$ cat src/rtl/tpg_pkg.sv
// Package: shared pattern codes and the helper that finds the next enabled
// pattern. Assumes exactly four patterns, visited in index order.
package tpg_pkg;

    localparam int NUM_PAT = 4;

    typedef enum logic [1:0] {
        PAT_WALK1  = 2'd0,
        PAT_WALK0  = 2'd1,
        PAT_ODDEVN = 2'd2,
        PAT_LEVEL  = 2'd3
    } pat_e;

    // Lowest set bit of m at index >= lo; result is {found, index}.
    function automatic logic [2:0] first_set(input logic [NUM_PAT-1:0] m, input int lo);
        first_set = 3'b000;
        for (int i = NUM_PAT - 1; i >= 0; i--) begin
            if (m[i] && i >= lo) first_set = {1'b1, 2'(i)};
        end
    endfunction

endpackage

$ cat src/rtl/tpg_seq.sv
// Sequencer: captures mask, width and repeat count at start, steps through
// the enabled patterns, and keeps the per-pattern position and phase.
// Assumes start is only honoured while idle; cont_i is read live at the end of a pass.
module tpg_seq
    import tpg_pkg::*;
#(
    parameter int DATA_W = 32,
    parameter int RPT_W  = 8,
    parameter int WSEL_W = $clog2(DATA_W + 1),
    parameter int POS_W  = (DATA_W > 1) ? $clog2(DATA_W) : 1
) (
    input  logic               clk,
    input  logic               rst_n,
    input  logic               start,
    input  logic [NUM_PAT-1:0] en_mask,
    input  logic [WSEL_W-1:0]  width_sel,
    input  logic [RPT_W-1:0]   rpt,
    input  logic               cont,
    output logic               busy,
    output pat_e               pat,
    output logic [POS_W-1:0]   pos,
    output logic               phase,
    output logic [WSEL_W-1:0]  width
);

    logic [NUM_PAT-1:0] mask_q;
    logic [RPT_W-1:0]   rpt_q;
    logic [RPT_W-1:0]   cnt;
    logic [1:0]         cur;
    logic [WSEL_W-1:0]  w_q;
    logic [WSEL_W-1:0]  w_clamp;
    logic [RPT_W-1:0]   rpt_eff;
    logic [2:0]         nxt_sel;
    logic [2:0]         first_new;
    logic [2:0]         first_loop;
    logic               last_cyc;

    // Clamp the requested width and repeat count to legal values.
    always_comb begin
        if (width_sel == '0)                         w_clamp = WSEL_W'(1);
        else if (width_sel > WSEL_W'(DATA_W))        w_clamp = WSEL_W'(DATA_W);
        else                                         w_clamp = width_sel;
        rpt_eff = (rpt == '0) ? RPT_W'(1) : rpt;
    end

    // Choose the pattern for the start, the next step and the loop-around.
    always_comb begin
        first_new  = first_set(en_mask, 0);
        first_loop = first_set(mask_q, 0);
        nxt_sel    = first_set(mask_q, int'(cur) + 1);
        last_cyc   = (cnt == rpt_q - 1'b1);
    end

    // Main sequencing register: idle/run, pattern index, counters.
    always_ff @(posedge clk) begin
        if (!rst_n) begin
            busy   <= 1'b0;
            cur    <= 2'd0;
            cnt    <= '0;
            pos    <= '0;
            phase  <= 1'b0;
            mask_q <= '0;
            rpt_q  <= RPT_W'(1);
            w_q    <= WSEL_W'(1);
        end else if (!busy) begin
            if (start && first_new[2]) begin
                busy   <= 1'b1;
                mask_q <= en_mask;
                rpt_q  <= rpt_eff;
                w_q    <= w_clamp;
                cur    <= first_new[1:0];
                cnt    <= '0;
                pos    <= '0;
                phase  <= 1'b0;
            end
        end else if (last_cyc) begin
            cnt   <= '0;
            pos   <= '0;
            phase <= 1'b0;
            if (nxt_sel[2])        cur  <= nxt_sel[1:0];
            else if (cont)         cur  <= first_loop[1:0];
            else                   busy <= 1'b0;
        end else begin
            cnt   <= cnt + 1'b1;
            phase <= ~phase;
            pos   <= (int'(pos) == int'(w_q) - 1) ? '0 : pos + 1'b1;
        end
    end

    assign pat   = pat_e'(cur);
    assign width = w_q;

    AST_CNT_IN_RANGE: assert property (@(posedge clk) disable iff (!rst_n)
        busy |-> cnt < rpt_q);
    AST_PAT_ENABLED: assert property (@(posedge clk) disable iff (!rst_n)
        busy |-> mask_q[cur]);
    AST_EMPTY_START: assert property (@(posedge clk) disable iff (!rst_n)
        (!busy && start && en_mask == '0) |=> !busy);
    AST_PARAMS_HELD: assert property (@(posedge clk) disable iff (!rst_n)
        (busy && $past(busy)) |-> ($stable(w_q) && $stable(mask_q) && $stable(rpt_q)));
    AST_POS_IN_WIDTH: assert property (@(posedge clk) disable iff (!rst_n)
        busy |-> int'(pos) < int'(w_q));

endmodule

$ cat src/rtl/tpg_pat.sv
// Pattern word builder: turns pattern code, walking position, alternation
// phase and active width into the bus word. Assumes pos < width <= DATA_W.
module tpg_pat
    import tpg_pkg::*;
#(
    parameter int DATA_W = 32,
    parameter int WSEL_W = $clog2(DATA_W + 1),
    parameter int POS_W  = (DATA_W > 1) ? $clog2(DATA_W) : 1
) (
    input  pat_e              pat,
    input  logic [POS_W-1:0]  pos,
    input  logic              phase,
    input  logic [WSEL_W-1:0] width,
    output logic [DATA_W-1:0] word
);

    logic [DATA_W-1:0] act_mask;
    logic [DATA_W-1:0] odd_bits;
    logic [DATA_W-1:0] one_hot;

    // Build the active-width mask, odd-bit mask and walking one-hot.
    always_comb begin
        one_hot = '0;
        for (int i = 0; i < DATA_W; i++) begin
            act_mask[i] = (i < int'(width));
            odd_bits[i] = (i % 2) == 1;
            if (i == int'(pos)) one_hot[i] = 1'b1;
        end
    end

    // Select the word for the current pattern.
    always_comb begin
        unique case (pat)
            PAT_WALK1:  word = one_hot & act_mask;
            PAT_WALK0:  word = ~one_hot & act_mask;
            PAT_ODDEVN: word = (phase ? ~odd_bits : odd_bits) & act_mask;
            PAT_LEVEL:  word = phase ? '0 : act_mask;
            default:    word = '0;
        endcase
    end

endmodule

$ cat src/rtl/tpg_trace_pattern.sv
// Top: muxes the pattern word onto the trace bus while a test runs, and
// passes trace_i through otherwise. Assumes a single clock domain.
module tpg_trace_pattern
    import tpg_pkg::*;
#(
    parameter  int DATA_W = 32,
    parameter  int RPT_W  = 8,
    localparam int WSEL_W = $clog2(DATA_W + 1)
) (
    input  logic              clk,
    input  logic              rst_n,
    input  logic              start_i,
    input  logic [3:0]        pat_en_i,
    input  logic [WSEL_W-1:0] width_sel_i,
    input  logic [RPT_W-1:0]  repeat_i,
    input  logic              cont_i,
    input  logic [DATA_W-1:0] trace_i,
    output logic [DATA_W-1:0] data_o,
    output logic              test_active_o
);

    localparam int POS_W = (DATA_W > 1) ? $clog2(DATA_W) : 1;

    logic              busy;
    pat_e              pat;
    logic [POS_W-1:0]  pos;
    logic              phase;
    logic [WSEL_W-1:0] width;
    logic [DATA_W-1:0] pat_word;

    tpg_seq #(.DATA_W(DATA_W), .RPT_W(RPT_W), .WSEL_W(WSEL_W), .POS_W(POS_W)) seq_i (
        .clk(clk), .rst_n(rst_n), .start(start_i), .en_mask(pat_en_i),
        .width_sel(width_sel_i), .rpt(repeat_i), .cont(cont_i),
        .busy(busy), .pat(pat), .pos(pos), .phase(phase), .width(width)
    );

    tpg_pat #(.DATA_W(DATA_W), .WSEL_W(WSEL_W), .POS_W(POS_W)) pat_i (
        .pat(pat), .pos(pos), .phase(phase), .width(width), .word(pat_word)
    );

    // Output select: test pattern while active, trace data otherwise.
    always_comb begin
        data_o        = busy ? pat_word : trace_i;
        test_active_o = busy;
    end

    AST_UPPER_CLEAR: assert property (@(posedge clk) disable iff (!rst_n)
        busy |-> (data_o >> width) == '0);
    AST_WALK1_SINGLE: assert property (@(posedge clk) disable iff (!rst_n)
        (busy && pat == PAT_WALK1) |-> $countones(data_o) == 1);
    AST_WALK0_SINGLE: assert property (@(posedge clk) disable iff (!rst_n)
        (busy && pat == PAT_WALK0) |-> $countones(data_o) == int'(width) - 1);
    AST_ODDEVN_SPACED: assert property (@(posedge clk) disable iff (!rst_n)
        (busy && pat == PAT_ODDEVN) |-> (data_o & (data_o >> 1)) == '0);
    AST_LEVEL_FULL_EMPTY: assert property (@(posedge clk) disable iff (!rst_n)
        (busy && pat == PAT_LEVEL) |->
            (data_o == '0 || $countones(data_o) == int'(width)));

endmodule

$ cat config.mk
export PLATFORM = sky130hd
export DESIGN_NAME = tpg_trace_pattern
export DESIGN_NICKNAME = d
export VERILOG_FILES = /design/src/rtl/tpg_pkg.sv /design/src/rtl/tpg_seq.sv /design/src/rtl/tpg_pat.sv /design/src/rtl/tpg_trace_pattern.sv
export SDC_FILE = /design/constraint.sdc
export NUM_CORES = 1
export LEC_CHECK = 0
export ABC_AREA = 1
export ABC_CLOCK_PERIOD_IN_PS = 2400
export BUFFER_PORTS_ARGS = -buffer_cell sky130_fd_sc_hd__buf_4
export CAP_MARGIN = 5
export CORE_UTILIZATION = 55
export CTS_BUF_LIST = sky130_fd_sc_hd__clkbuf_16
export DETAILED_ROUTE_END_ITERATION = 7
export HOLD_SLACK_MARGIN = 0.08
export PLACE_DENSITY = 0.82
export SLEW_MARGIN = 40
export SYNTH_ARGS = -nofsm -noshare
export SYNTH_HDL_FRONTEND = slang
export SYNTH_SLANG_ARGS = --single-unit
$ cat constraint.sdc
create_clock -name clk -period 2.4 [get_ports clk]
set_input_delay 0.48 -clock clk [delete_from_list [all_inputs] [get_ports clk]]
set_output_delay 0.48 -clock clk [all_outputs]
set_load 0.005 [all_outputs]
==> results of run 1 <==
[through the flow]
stage / hold slack, ps / util / instance area (um^2) / cells
floorplan: 448 / - / 3650 / 625
global placement: 463 / 0.683 / 4360 / 771
detailed placement: 480 / 0.683 / 4360 / 771
CTS: 440 / 0.722 / 4610 / 780
global route: 462 / 0.764 / 4880 / 786
finish: 443 / 0.764 / 4880 / 786
[what timing repair did]
action | CTS | global route
hold buffers | 0 | 0
setup buffers | 1 | 6
endpoints found under the setup margin | 22 | 28
resized for setup | 22 | 59
endpoints found under the hold margin | 0 | 0
pin swaps | 7 | 19
[state kept, by name, summed over array words and instances (netlist names)]
| signal | cells |
|---|---|
| seq_i.pat | 2 |
| seq_i.phase | 1 |
| seq_i.rpt_q | 8 |
| seq_i.width | 6 |
| seq_i.pos | 5 |
| seq_i.busy | 1 |
| seq_i.mask_q | 4 |
| seq_i.cnt | 8 |
[worst max-delay path, stage by stage, from the launching register on]
cell,delay (ps)
dfxtp_2,340
buf_6,120
ha_4,160
inv_6,40
nor2_4,110
inv_2,60
nor2_4,120
inv_2,70
nor2_4,130
nor2_4,70
a221oi_2,260
buf_4,150
[worst max-delay path by stage]
| stage | from | to | slack, ps | cells past startpoint |
|---|---|---|---|---|
| detailed placement | seq_i.pat[0]$_SDFFE_PN0P_ | data_o[30] | 150 | 9 |
| finish | seq_i.pat[1]$_SDFFE_PN0P_ | data_o[30] | 20 | 11 |
| floorplan | seq_i.pat[0]$_SDFFE_PN0P_ | data_o[14] | 200 | 10 |
| global route | seq_i.pat[1]$_SDFFE_PN0P_ | data_o[30] | -80 | 11 |
| CTS | seq_i.pat[0]$_SDFFE_PN0P_ | data_o[30] | -20 | 11 |
| global placement | seq_i.pat[0]$_SDFFE_PN0P_ | data_o[30] | 200 | 9 |
[layout by cell type, fill, tap and decap left out, drive strengths merged, types with 4 or more instances in the layout]
master  synthesis  final
xor2           11     11
nor3            7      7
buf            21    109
nand3          74     74
dfxtp          35     35
clkbuf         12      5
nand4           9      9
nor2           79     79
nand2         160    160
a21oi          62     62
ha             17     17
clkinv          2      4
o21ai          39     39
a221oi         13     13
o211ai          6      6
inv            57     57
[area by class of cell]
| type | count | area share |
|---|---|---|
| multi-input combinational | 498 | 0.578 |
| timing repair buffer | 109 | 0.175 |
| sequential | 35 | 0.146 |
| inverter | 59 | 0.0472 |
| clock buffer | 5 | 0.0256 |
| tap | 77 | 0.0197 |
| clock inverter | 3 | 0.00897 |
[cells by family after synthesis]
logic type               Yosys count
AND/OR/NAND/NOR                  333
adder cells (fa/ha/maj)           17
XOR/XNOR                          13
buffers and inverters             92
flip-flops                        35
AO/OA/AOI/OAI                    135
[power breakdown]
group | internal (mW) | switching, mW | total (mW)
logic | 0.629 | 0.860 | 1.49
clock network | 0.489 | 0.239 | 0.727
registers | 0.632 | 0.0550 | 0.687
[routing by layer]
metal / routed length, um / part of all wire / vias to the layer above
met4: 350 / 0.030 / 0
li1: - / - / 2266
met1: 4870 / 0.42 / 2055
met3: 853 / 0.073 / 34
met2: 5610 / 0.48 / 245
met5: 0 / 0 / -
==> results.yml, run 1 <==
outcome:
  status: "finished, final reports clean"
worst_hold_path:
  holdCritStartpoint: "repeat_i[7]"
  hold_path_depth: 3
  min_to: "seq_i.rpt_q[7]$_SDFFE_PN0P_"
  holdCritPathClass: "in2reg"
critical_path:
  worst_ep_required_time_ps: 1920
  r2r_setup_slack_ps: 310
  reg2reg_to: "seq_i.pat[1]$_SDFFE_PN0P_"
  cp-start-kind: "register"
  crit_fanout: 4
  r2r-start: "seq_i.rpt_q[0]$_SDFFE_PN1P_"
  crit_type: "reg2out"
  cp.arrival_ps: 1900
  cp-end-kind: "primary output"
  r2r_cells: 14
sta:
  tns_ps: 0
  timing.final.crit_period_ps: 2380
  max_slew_margin: 0.613
  tightestPinTransition_ps: 579
  post-route-period-util: 0.993
  worst_slack_ps: 16.1
  finalHoldViolations: 0
  setup_viol: 0
  rsz0062_at_grt: "true"
  fin_skew_ps: 6.25
  fmax_mhz: 419
  final_max_slew_viol_count: 0
drt:
  ant_nets: 0
  drtPass1Iterations: 7
  drc: 0
  drt_iter0_drc: 309
  dr_total_vias: 4600
  routed_wl_mm: 11.7
  routed_via_density: 5.85
  wl_per_cell_um: 14.9
power:
  p_per_area_mw_per_mm2: 595
  totalPowerFinal_mw: 2.90
  ir_worst_vdd_uv: 468
  leakage_nw: 2.16
placed_design:
  io_buffers: 86
  dp_hpwl_mm: 8.49
  dpl_worst_slack_ps: 152
  routabilityCongestion: 0.928
global_route:
  grt_busiest_layer: "met2"
  antenna_found_initial: 0
  grtUsageMet3: 0.0376
  grt_pass1_vias: 4267
  overflow: 0
  grt_max_degree: 53
  grt_first_pass_wirelength_mm: 18.8
  use_met2: 0.551
  met1_usage: 0.402
  grtUsageTotal: 0.324
logic_synthesis:
  synth-adder-area-share: 0.0583
  synth_common_cells: "156 x nand2_1, 74 x nand3_1, 68 x nor2_1, 60 x a21oi_1, 46 x inv_1"
  synth_top_area_share: 0.192
  synth.distinct_cells: 34
  synth_top_family_by_area: "simple AND/OR/NAND/NOR gates"
  yosys-top-cells-area: "dfxtp_1 19%, nand2_1 16%, nand3_1 10%, a21oi_1 8.2%, nor2_1 7.0%"
  synth.largest_area_cell: "dfxtp_1"
  post_synth_and_or_nand_nor_area_fraction: 0.396
  syn_inst: 625
  ys.warnings.count: 0
  synth-compound-area-share: 0.217
  yosysMostFrequentCell: "nand2_1"
  synth-edff-count: 0
  seq_area_frac_synth: 0.192
  synthMuxAreaShare: 0
  synth_xor_area_frac: 0.0312
  synth-main-ff-cell: "dfxtp_1"
  synth.net_count: 696
  syn_area_per_cell_um2: 5.84
  mappedNetlistArea_mm2: 0.00365
  ys_seq_elements: 35
  ys_async_sr_fraction: 0
clock_tree:
  cts_tree: "yes"
  cts_root_buffer: "clkbuf_16"
  h-tree-depth: 2
  cts.path.max_buffers: 2
  cts_made_buffers: 5
  cts.sinks: 35
  clkLatencyLatePin_ps: 280
  cts.clk_slew.worst_paths_ps: 50
final_layout:
  nFillCells: 496
  diodes: 0
  seqCellArea_um2: 712
  syn_to_final_growth_pct: 33.7
  multi_input_area_mm2: 0.00282
  nets: 779
  drive_gt1_frac: 0.283
floorplanning:
  core_mm2: 0.00639
  placementRows: 29
  start_util: 0.572
  die_h_um: 83.5
  dieWidth_um: 83.5
  die_area_mm2: 0.00697
  boundaryPins: 87
run:
  drv_cap: 0
No activity file was read; power rests on OpenSTA's default activity.
==> run 2, diff against run 1 <==
- BUFFER_PORTS_ARGS: -buffer_cell sky130_fd_sc_hd__buf_4 -> default
- DONT_BUFFER_PORTS: default -> 1
- PLACE_DENSITY: 0.82 -> 0.7
==> run 2 against run 1 <==
Against the previous run: global-route usage shrank 1.6 points; first-iteration DRC count increased by 18%; clock-buffer cell count unchanged; combinational power decreased by 21%; sequential power up 0.7%; routed wire length down 6.4%; clock power rose by 15%; die area is the same; sequential share of layout area is 3.1 points higher; critical path depth fell by 8.
==> results.yml, run 2 (synthesis gave the netlist of run 1 again) <==
sta:
  rsz0062_at_grt: "false"
  max_slew_margin: 0.415
  post-route-period-util: 0.978
  fin_skew_ps: 4.96
  timing.final.crit_period_ps: 2350
  finalHoldViolations: 0
  fmax_mhz: 426
  tightestPinTransition_ps: 874
  tns_ps: 0
  setup_viol: 0
  final_max_slew_viol_count: 0
critical_path:
  r2r_setup_slack_ps: 320
  crit_start: "seq_i.width[1]$_SDFFE_PN0P_"
  r2r_cells: 14
  cp.arrival_ps: 1870
  crit_type: "reg2out"
  critPathTopFamily: "simple AND/OR/NAND/NOR gates"
  r2r-start: "seq_i.rpt_q[0]$_SDFFE_PN1P_"
  cp.buffers_inverters: 0
  slowest_delay_ps: 680
  cp-start-kind: "register"
  reg2reg_to: "seq_i.pat[0]$_SDFFE_PN0P_"
  crit_end: "data_o[10]"
  crit_fanout: 7
  cp-end-kind: "primary output"
  cp_cell_sequence: "ha_1 -> nor2_1 -> a221oi_1"
  path_depth: 3
  worst_ep_required_time_ps: 1920
  critical-path-slowest-cell: "nor2_1"
drt:
  routed_wl_mm: 10.9
  drc: 0
  ant_nets: 0
  drtPass1Iterations: 4
  wl_per_cell_um: 15.9
  routed_via_density: 6.04
  dr_total_vias: 4153
  drt_iter0_drc: 366
floorplanning:
  core_mm2: 0.00639
  start_util: 0.572
  dieWidth_um: 83.5
  placementRows: 29
  die_area_mm2: 0.00697
  die_h_um: 83.5
  boundaryPins: 87
clock_tree:
  cts.sinks: 35
  cts_tree: "yes"
  clkLatencyLatePin_ps: 280
  h-tree-depth: 2
  cts_made_buffers: 5
  cts_root_buffer: "clkbuf_16"
  cts.clk_slew.worst_paths_ps: 50
  cts.path.max_buffers: 2
final_layout:
  nets: 681
  layout_common_cells: "156 x nand2_1, 74 x nand3_1, 63 x nor2_1, 60 x a21oi_1, 46 x inv_1"
  drive_gt1_frac: 0.123
  design_area_mm2: 0.00400
  diodes: 0
  final_common_cell: "nand2_1"
  nFillCells: 644
  top_regs: "seq_i.cnt: 8 flops, seq_i.rpt_q: 8 flops, seq_i.width: 6 flops"
  syn_to_final_growth_pct: 9.66
global_route:
  grt_max_degree: 49
  overflow: 0
  grtUsageTotal: 0.309
  antenna_found_initial: 0
  grt_first_pass_wirelength_mm: 17.4
  grt_pass1_vias: 3633
power:
  leakage_nw: 1.67
  p_int_mw: 1.64
  p_per_area_mw_per_mm2: 676
  ir_worst_vdd_uv: 448
  power.share.combinational: 0.434
  p_seq_frac: 0.256
  p_clk_frac: 0.310
  power.share.switching: 0.395
  switchingPower_mw: 1.07
placed_design:
  dpl_cell_area_mm2: 0.00369
  dp_hpwl_mm: 8.02
  io_buffers: 0
  routabilityCongestion: 0.959
run:
  drv_cap: 0
outcome:
  status: "finished, final reports clean"
worst_hold_path:
  holdCritPathClass: "in2reg"
==> run 2: cell count changes in the layout (fill, tap and decap cells not counted), sizes merged <==
cell,change
clkinv,-3
buf,-98
inv,+1
clkinvlp,+1
bufinv,+1
==> run 2: timing repair <==
item                       4_1_cts  5_1_grt
gates resized for setup          4       28
hold buffers                     0        0
setup endpoints to repair       22       25
pin swaps                        0        4
setup buffers                    0        0
==> run 2: how the worst min path moves through the flow <==
stage,from,to,cells after the start
3_3_place_gp,seq_i.mask_q[1]$_SDFFE_PN0P_,seq_i.mask_q[1]$_SDFFE_PN0P_,2
4_1_cts,rst_n,seq_i.rpt_q[0]$_SDFFE_PN1P_,1
6_report,rst_n,seq_i.rpt_q[0]$_SDFFE_PN1P_,1
2_1_floorplan,seq_i.rpt_q[1]$_SDFFE_PN0P_,seq_i.rpt_q[1]$_SDFFE_PN0P_,2
5_1_grt,rst_n,seq_i.width[0]$_SDFFE_PN1P_,1
3_5_place_dp,seq_i.rpt_q[1]$_SDFFE_PN0P_,seq_i.rpt_q[1]$_SDFFE_PN0P_,2
==> run 2: power groups by stage <==
stage	logic, mW	registers (mW)	clock network, mW
final	1.17	0.692	0.839
after global routing	1.30	0.698	0.875
after CTS	1.10	0.688	0.842
after detailed placement	1.09	0.698	0
after global placement	1.08	0.696	0
after floorplan	0.854	0.680	0
==> run 2: layout make-up <==
cell class              count  area (um^2)  area share
clock buffers               5          125      0.0313
multi-input cells         498         2670       0.667
inverters                  59          228      0.0569
well taps                  77         96.3      0.0241
flip-flops and latches     35          708       0.177
repair buffers             11          111      0.0278
clock inverters             3         63.8      0.0159
==> run 2: worst register-to-register path, cell delays in order (launching register included) <==
cell and delay [ps]:
dfxtp_1 350, inv_1 100, ha_1 340, nand2_1 80
inv_1 30, nor2_1 80, nand2_1 60, nor2_1 90
nand3_1 70, nor2_1 140, nand2_2 200, nand2_2 210
nand3_1 90, nand2_1 90, nor2_1 40
==> run 2: routing by layer <==
metal | track usage | wire (um) | vias up
met1 | 0.431 | 4930 | 1865
met2 | 0.478 | 4870 | 206
met5 | 0 | 0 | -
li1 | - | - | 2062
met4 | 0.109 | 202 | 0
met3 | 0.0544 | 938 | 20
==> run 2: through the flow <==
| stage | hold WS [ps] | power [mW] | worst slack (ps) | cells | utilization |
|---|---|---|---|---|---|
| after detailed placement | 475 | 1.79 | 232 | 680 | 0.578 |
| after global placement | 472 | 1.77 | 266 | 680 | 0.578 |
| final | 294 | 2.70 | 51.9 | 688 | 0.627 |
| after global routing | 299 | 2.87 | 3.01 | 688 | 0.627 |
| after floorplan | 448 | 1.53 | 200 | 625 | - |
| after CTS | 294 | 2.63 | 13.5 | 688 | 0.608 |
